$ cat src/rtl/irq_seq_pkg.sv
package irq_seq_pkg;

    typedef enum logic [1:0] {
        SEQ_IDLE = 2'd0,
        SEQ_PUSH = 2'd1,
        SEQ_LOAD = 2'd2
    } seq_state_e;

endpackage

$ cat src/rtl/irq_lowest_pick.sv
module irq_lowest_pick #(
    parameter int N     = 8,
    parameter int IDX_W = (N > 1) ? $clog2(N) : 1
) (
    input  logic [N-1:0]     req,
    output logic             any,
    output logic [IDX_W-1:0] idx,
    output logic [N-1:0]     onehot
);

    always_comb begin
        idx = '0;
        for (int i = N - 1; i >= 0; i--) begin
            if (req[i]) idx = IDX_W'(i);
        end
    end

    assign any    = |req;
    assign onehot = req & (~req + N'(1));

    always_comb begin

        onehot_pick_chk: assert ($onehot0(onehot));
    end

endmodule

$ cat src/rtl/irq_vec_map.sv
module irq_vec_map #(
    parameter int N         = 8,
    parameter int PC_W      = 22,
    parameter int LONG_JUMP = 1,
    parameter int IDX_W     = (N > 1) ? $clog2(N) : 1
) (
    input  logic             is_reset,
    input  logic [IDX_W-1:0] idx,
    output logic [PC_W-1:0]  vec_pc
);

    localparam int VN_W = IDX_W + 1;

    logic [VN_W-1:0] vnum;

    assign vnum = is_reset ? '0 : (VN_W'(idx) + VN_W'(1));

    generate
        if (LONG_JUMP != 0) begin : g_two_word
            assign vec_pc = PC_W'(vnum) << 1;
        end else begin : g_one_word
            assign vec_pc = PC_W'(vnum);
        end
    endgenerate

endmodule

$ cat src/rtl/irq_push_mux.sv
module irq_push_mux #(
    parameter int NBYTES = 3,
    parameter int CNT_W  = 2
) (
    input  logic [8*NBYTES-1:0] ret,
    input  logic [CNT_W-1:0]    sel,
    output logic [7:0]          byte_o
);

    logic [7:0] lanes [NBYTES];

    genvar g;
    generate
        for (g = 0; g < NBYTES; g++) begin : g_lane
            assign lanes[g] = ret[8*g +: 8];
        end
    endgenerate

    always_comb begin
        byte_o = lanes[0];
        for (int k = 0; k < NBYTES; k++) begin
            if (sel == CNT_W'(k)) byte_o = lanes[k];
        end
    end

endmodule

$ cat src/rtl/irq_entry_seq.sv
module irq_entry_seq
    import irq_seq_pkg::*;
#(
    parameter int NUM_SRC   = 8,
    parameter int PC_W      = 22,
    parameter int PC_BYTES  = 3,
    parameter int LONG_JUMP = 1
) (
    input  logic               clk,
    input  logic               rst_n,
    input  logic [NUM_SRC-1:0] hw_req,
    input  logic               rst_req,
    input  logic               gie_in,
    input  logic [PC_W-1:0]    pc_in,
    input  logic [15:0]        sp_in,
    output logic               busy,
    output logic               mem_we,
    output logic [15:0]        mem_addr,
    output logic [7:0]         mem_wdata,
    output logic               pc_load,
    output logic [PC_W-1:0]    pc_out,
    output logic [15:0]        sp_out,
    output logic               gie_clr,
    output logic [NUM_SRC-1:0] pending
);

    localparam int IDX_W = (NUM_SRC > 1) ? $clog2(NUM_SRC) : 1;
    localparam int RET_W = 8 * PC_BYTES;
    localparam int CNT_W = $clog2(PC_BYTES + 1);

    typedef struct packed {
        seq_state_e         st;
        logic [NUM_SRC-1:0] pend;
        logic               rst_pend;
        logic [RET_W-1:0]   ret;
        logic [15:0]        sp;
        logic [PC_W-1:0]    vec;
        logic [CNT_W-1:0]   cnt;
    } seq_regs_t;

    seq_regs_t r_q, r_d;

    logic               pick_any;
    logic [IDX_W-1:0]   pick_idx;
    logic [NUM_SRC-1:0] pick_oh;
    logic [PC_W-1:0]    vec_pc_d;
    logic [NUM_SRC-1:0] clr_d;
    logic [7:0]         push_byte;

    irq_lowest_pick #(.N(NUM_SRC), .IDX_W(IDX_W)) u_pick (
        .req    (r_q.pend),
        .any    (pick_any),
        .idx    (pick_idx),
        .onehot (pick_oh)
    );

    irq_vec_map #(.N(NUM_SRC), .PC_W(PC_W), .LONG_JUMP(LONG_JUMP), .IDX_W(IDX_W)) u_vec (
        .is_reset (r_q.rst_pend),
        .idx      (pick_idx),
        .vec_pc   (vec_pc_d)
    );

    irq_push_mux #(.NBYTES(PC_BYTES), .CNT_W(CNT_W)) u_mux (
        .ret    (r_q.ret),
        .sel    (r_q.cnt),
        .byte_o (push_byte)
    );

    always_comb begin
        r_d   = r_q;
        clr_d = '0;
        case (r_q.st)
            SEQ_IDLE: begin
                if (gie_in && (r_q.rst_pend || pick_any)) begin
                    r_d.st  = SEQ_PUSH;
                    r_d.cnt = '0;
                    r_d.ret = RET_W'(pc_in);
                    r_d.sp  = sp_in;
                    r_d.vec = vec_pc_d;
                    if (r_q.rst_pend) r_d.rst_pend = 1'b0;
                    else              clr_d        = pick_oh;
                end
            end
            SEQ_PUSH: begin
                r_d.sp  = r_q.sp - 16'd1;
                r_d.cnt = r_q.cnt + CNT_W'(1);
                if (r_q.cnt == CNT_W'(PC_BYTES - 1)) r_d.st = SEQ_LOAD;
            end
            SEQ_LOAD: begin
                r_d.st = SEQ_IDLE;
            end
            default: r_d.st = SEQ_IDLE;
        endcase
        r_d.pend     = (r_q.pend & ~clr_d) | hw_req;
        r_d.rst_pend = r_d.rst_pend | rst_req;
    end

    always_ff @(posedge clk or negedge rst_n) begin
        if (!rst_n) r_q <= '0;
        else        r_q <= r_d;
    end

    assign busy      = (r_q.st != SEQ_IDLE);
    assign mem_we    = (r_q.st == SEQ_PUSH);
    assign mem_addr  = r_q.sp;
    assign mem_wdata = push_byte;
    assign pc_load   = (r_q.st == SEQ_LOAD);
    assign gie_clr   = (r_q.st == SEQ_LOAD);
    assign pc_out    = r_q.vec;
    assign sp_out    = r_q.sp;
    assign pending   = r_q.pend;


    we_in_busy_chk: assert property (@(posedge clk) disable iff (!rst_n)
        mem_we |-> busy);


    sp_step_chk: assert property (@(posedge clk) disable iff (!rst_n)
        (mem_we && $past(mem_we)) |-> (mem_addr == $past(mem_addr) - 16'd1));


    accept_gated_chk: assert property (@(posedge clk) disable iff (!rst_n)
        $rose(busy) |-> $past(gie_in));


    load_ends_chk: assert property (@(posedge clk) disable iff (!rst_n)
        pc_load |=> !busy);


    gie_drop_chk: assert property (@(posedge clk) disable iff (!rst_n)
        $fell(busy) |-> $past(gie_clr));


    rst_keeps_pend_chk: assert property (@(posedge clk) disable iff (!rst_n)
        ($rose(busy) && $past(r_q.rst_pend)) |-> (pending == ($past(pending) | $past(hw_req))));

endmodule

$ cat config.mk
export PLATFORM = sky130hd
export DESIGN_NAME = irq_entry_seq
export DESIGN_NICKNAME = d
export VERILOG_FILES = /design/src/rtl/irq_seq_pkg.sv /design/src/rtl/irq_lowest_pick.sv /design/src/rtl/irq_vec_map.sv /design/src/rtl/irq_push_mux.sv /design/src/rtl/irq_entry_seq.sv
export SDC_FILE = /design/constraint.sdc
export NUM_CORES = 1
export LEC_CHECK = 0
export BUFFER_PORTS_ARGS = -buffer_cell sky130_fd_sc_hd__buf_4
export CAP_MARGIN = 20
export CORE_MARGIN = 5
export CORE_UTILIZATION = 25
export CTS_BUF_LIST = sky130_fd_sc_hd__clkbuf_4
export DETAILED_ROUTE_END_ITERATION = 8
export GPL_TIMING_DRIVEN = 0
export HOLD_SLACK_MARGIN = 0.12
export PLACE_DENSITY_LB_ADDON = 0.05
export REMOVE_ABC_BUFFERS = 1
export SLEW_MARGIN = 40
export SYNTH_ARGS = -nofsm -noshare
export SYNTH_HDL_FRONTEND = slang
export SYNTH_SLANG_ARGS = --single-unit
$ cat constraint.sdc
create_clock -name clk -period 5.5 [get_ports clk]
set_clock_uncertainty 0.15 [all_clocks]
set_input_delay 0 -clock clk [delete_from_list [all_inputs] [get_ports clk]]
set_output_delay 0 -clock clk [all_outputs]
set_load 0.03 [all_outputs]
; Yosys cells after proc, flatten, opt, wreduce, memory -nomap -nowiden
; Index checks and enable logic that the tools add are counted.
[word_totals]
regBits = 55
in_bits = 50
out_inout_bits = 74
elab_cells = 53
[classes]
addsub = 4
eq_ne = 6
n_mux = 21
bitwise = 6
n_reduce_logical = 9
[ops]
columns = op, count
row1 = $mux 65, 1
row2 = $mux 8, 5
row3 = $pmux 16 s2, 1
row4 = $mux 25, 1
row5 = $mux 3, 8
row6 = $and 8x8->8, 2
row7 = $not 8->8, 2
row8 = $sub 16x1->16 const B, 1
row9 = $add 8x1->8 const B, 1
row10 = $or 8x8->8, 1
row11 = $pmux 2 s2, 2
row12 = $reduce_or 8->1, 1
row13 = $reduce_and 2->1, 3
row14 = $add 3x1->4 const B, 1
row15 = $eq 2x1->1 const B, 2
row16 = $eq 2x2->1 const B, 2
row17 = $mux 2, 2
row18 = $mux 4, 1
row19 = $reduce_bool 2->1, 2
row20 = $add 2x1->2 const B, 1
row21 = $logic_not 2->1, 1
row22 = $ne 2x1->1 const B, 1
row23 = $ne 2x2->1 const B, 1
row24 = $logic_and 1x1->1, 1
row25 = other kinds (2), 2

; Logic depth before layout (Yosys ltp)
[depth]
word_depth = 13
depth_mapped = 7
depth_no_buf = 7

; Modules after synthesis
; A second synthesis with hierarchy kept.
[unflattened]
hier_cells = 484
area_unflattened_um2 = 4267.8
[by_module_without_submodules]
columns = module, n_inst, cells_each, area_each_um2, seq_area_each_um2
row1 = irq_entry_seq, 1, 409, 3668.5, 1826.8
row2 = irq_push_mux, 1, 27, 276.5, 0.0
row3 = irq_vec_map, 1, 25, 183.9, 0.0
row4 = irq_lowest_pick, 1, 23, 138.9, 0.0

; Worst setup path after synthesis
; No wires, ideal clock.
[synth_timing]
kind = register to register
start = reg r_q, in the netlist mem_addr[0]
end = reg r_q, in the netlist mem_addr[14]
arrival_time_ps = 1683
t_required_ps = 5213
slack_ps = 3530
path_stages_with_launch = 7
period_less_slack_ps = 1970
cell_sequence = dfrtp_1 inv_1 ha_1 nand4bb_1 or4b_4 o311ai_2 o211ai_1
[synth_via]
elab_chain_len = 2
[synth_lines]
columns = element, line
row1 = "start, declared", irq_entry_seq.sv:41  ; seq_regs_t r_q, r_d;
row2 = "start signal, assigned", irq_entry_seq.sv:100  ; else r_q <= r_d;
row3 = $sub 16x1->16, irq_entry_seq.sv:85  ; r_d.sp = r_q.sp - 16'd1;
row4 = $pmux 16 s2, irq_entry_seq.sv:72  ; case (r_q.st)
; No other way between the ends.
; A chain may end at the register's enable or synchronous reset.

==> results by group <==
Routing
  • DR vias: 2721
  • Wirelength per Cell: 14.0 µm
  • Vias per std cell: 4.21
  • DRT iter0 DRCs: 141
  • Routed Antenna Nets: 0
  • DR pass1 iterations: 4
  • Post-route DRC: 0
  • Total Wirelength: 9.05 mm

Clock network
  • Clock root buffer: clkbuf_4
  • # hold bufs at CTS: 65
  • Worst-path clk slew: 0.16 ns
  • CTS Buf Count: 5
  • Clock buffer depth: 2
  • Skew-Pair Late Insertion Delay: 0.41 ns
  • CTS tree: built
  • H-tree lvl count: 2
  • Resize count post-CTS: 0
  • Post-CTS Setup Inserts: 0
  • Clk sinks: 55

Critical path
  • Setup crit start: r_q[64]
  • Crit start category: register
  • Crit Path Category: reg2reg
  • Worst-path maximum fanout: 5
  • Crit end category: register
  • Required @ worst endpoint: 5.66 ns
  • Worst path arrival time: 2.73 ns
  • Cell chain of the critical path: nor4b_1 > o2111ai_1 > o21ai_0 > nand2b_1 > dlygate4sd3_1
  • CP max stage delay: 0.71 ns
  • Reg2reg start: r_q[64]
  • Slowest stage cell, crit path: nor4b_1

Yosys
  • Post-Synth XOR/XNOR Area: 0.00269
  • Register area share after synthesis: 0.422
  • Post-synth EDFFs: 0
  • Compound-Gate Fraction of Synth Area: 0.138
  • Distinct cells, synth: 55
  • Synth warn: 0
  • Mapped Area: 0.00326 mm²
  • Cells after synthesis: 353
  • Largest family of logic cells by synthesized area: simple AND/OR/NAND/NOR gates
  • Adder-cell share of the synthesized area: 0.0154
  • Simple-Gate Fraction of Synth Area: 0.213
  • Synth Register Bits: 55
  • Top_reg_cell synth: dfrtp_1
  • Post-synth ARST share: 1.00
  • Syn_area_per_cell: 9.23 µm²
  • Mux contribution to synthesized area: 0.0246

Global routing
  • Total GRT Usage: 0.122
  • Pin count of the biggest net entering global routing: 56
  • First-pass GRT wire length: 14.4 mm
  • Vias in the first global route: 2816
  • Initial antenna violation count: 0
  • Grt total ovfl: 0

STA
  • Final Hold Viols: 0
  • Slew Limit Headroom: 0.487
  • Tmin final: 2.57 ns
  • Endpoints failing setup: 0
  • Setup TNS: 0 ns
  • Min Hold Slack: 0.166 ns
  • Pins Over Slew Limit: 0
  • Period utilization: 0.467
  • Worst-Margin Slew: 0.759 ns
  • Fmax: 390 MHz
  • Unrepaired setup endpoints after global routing: false

Final layout
  • Synth-to-Final Area Change: 39.2%
  • Nets: 527
  • Commonest non-fill, non-tap cell in the layout: buf_4
  • Diodes inserted: 0
  • Layout cells sized above 1: 0.274
  • Design Area, Final: 0.00454 mm²
  • Fillcell total: 1368
  • Most frequent cells in the layout: 105 x buf_4, 89 x nand2_1, 64 x dlygate4sd3_1
  • Area of the multi-input gates: 0.00136 mm²
  • Register area: 0.00138 mm²

Die
  • Die Wd: 124 µm
  • Area of the die: 0.0154 mm²
  • FP Rows: 41
  • Die H: 124 µm
  • Core box area: 0.0127 mm²
  • Initial core utilization: 0.256
  • I/O pin cnt: 124

Place
  • DP Wirelength: 6.16 mm
  • Area post-placement: 0.00381 mm²
  • RD Place Congestion: 0.676
  • Input/output buffers: 105

Power and ir drop
  • Peak VDD IR: 0.258 mV
  • PwrDens: 486 mW/mm²
  • Leakage: 2.09 nW

Hold path
  • Hold Crit Start: pc_in[3]
  • HP Class: in2reg

Run status
  • Result of the run: finished clean

Flow run
  • Max-cap check violation count: 0
-- registers in the layout (all words and copies together) (netlist names) --
| register | flops |
|---|---|
| mem_addr | 16 |
| pc_out | 4 |
| pending | 8 |
| r_q | 27 |
-- synthesized netlist by cell type (all sizes together), types with 2 or more instances --
cell type / count / share of area
or3: 2 / 0.0038
nor2: 10 / 0.012
o221a: 2 / 0.0069
o311ai: 6 / 0.018
mux2i: 8 / 0.025
o21ai: 17 / 0.026
a21o: 5 / 0.012
dfrtp: 55 / 0.42
nor4: 3 / 0.020
buf: 69 / 0.16
a31oi: 4 / 0.012
clkbuf: 7 / 0.015
nand2: 89 / 0.10
nand4: 4 / 0.0077
o31ai: 3 / 0.0084
o21bai: 2 / 0.0046
o211ai: 8 / 0.018
a221o: 2 / 0.0061
a21oi: 3 / 0.0046
inv: 8 / 0.0092
nand3: 9 / 0.014
and2: 2 / 0.0042
nor2b: 3 / 0.0058
or4: 3 / 0.0081
nand2b: 7 / 0.013
ha: 4 / 0.015
-- cell families after synthesis --
kind of cell	Yosys count
XOR/XNOR	1
multiplexers	8
AND/OR/NAND/NOR	140
other	1
buffers and inverters	84
adder cells (fa/ha/maj)	4
flip-flops	55
AO/OA/AOI/OAI	60
-- power breakdown --
part           internal [mW]  switching, mW
combinational          0.495          0.784
clock                 0.0600          0.138
sequential             0.558          0.167
total                   1.11           1.09
-- worst max-delay path, delay by kind of cell, from the launching register on --
kind / cells / cell delay [ns]
and+or+nand+nor: 2 / 0.78
buffers and inverters: 1 / 0.55
AOI/OAI and AO/OA: 2 / 0.53
DFF: 1 / 0.47
-- worst paths after layout --
check | end | slack (ns) | depth (start not counted)
setup / recovery | pending[7] | 2.93 | 5
hold / removal | r_q[43] | 0.17 | 4
setup reg to reg | pending[7] | 2.93 | 5
hold reg to reg | r_q[52] | 0.35 | 2
max in group asynchronous | r_q[1] | 4.44 | 4
min in group asynchronous | mem_addr[12] | 0.51 | 4
-- area by class of cell --
cell class / count / share of cell area
Clock buffer: 7 / 0.0116
Multi-Input combinational cell: 231 / 0.299
Clock inverter: 1 / 0.00110
Inverter: 8 / 0.00662
Timing Repair Buffer: 172 / 0.330
Sequential cell: 55 / 0.303
Tap cell: 172 / 0.0474
-- metrics by stage --
step / power, mW / setup WS (ns) / util / instances
floorplan: 1.48 / 3.19 / - / 294
global placement: 1.97 / 2.77 / 0.295 / 571
detailed placement: 2.00 / 3.15 / 0.299 / 573
CTS: 2.25 / 2.94 / 0.357 / 646
global route: 2.39 / 2.73 / 0.357 / 646
finish: 2.20 / 2.93 / 0.357 / 646
-- metal layers --
layer / vias to the layer above / GRT usage / part of all wire
li1: 1368 / - / -
met1: 1276 / 0.155 / 0.45
met2: 73 / 0.207 / 0.49
met3: 4 / 0.0332 / 0.055
met4: 0 / 0.0287 / 0.0070
met5: - / 0 / 0
No activity file was read; power rests on OpenSTA's default activity.
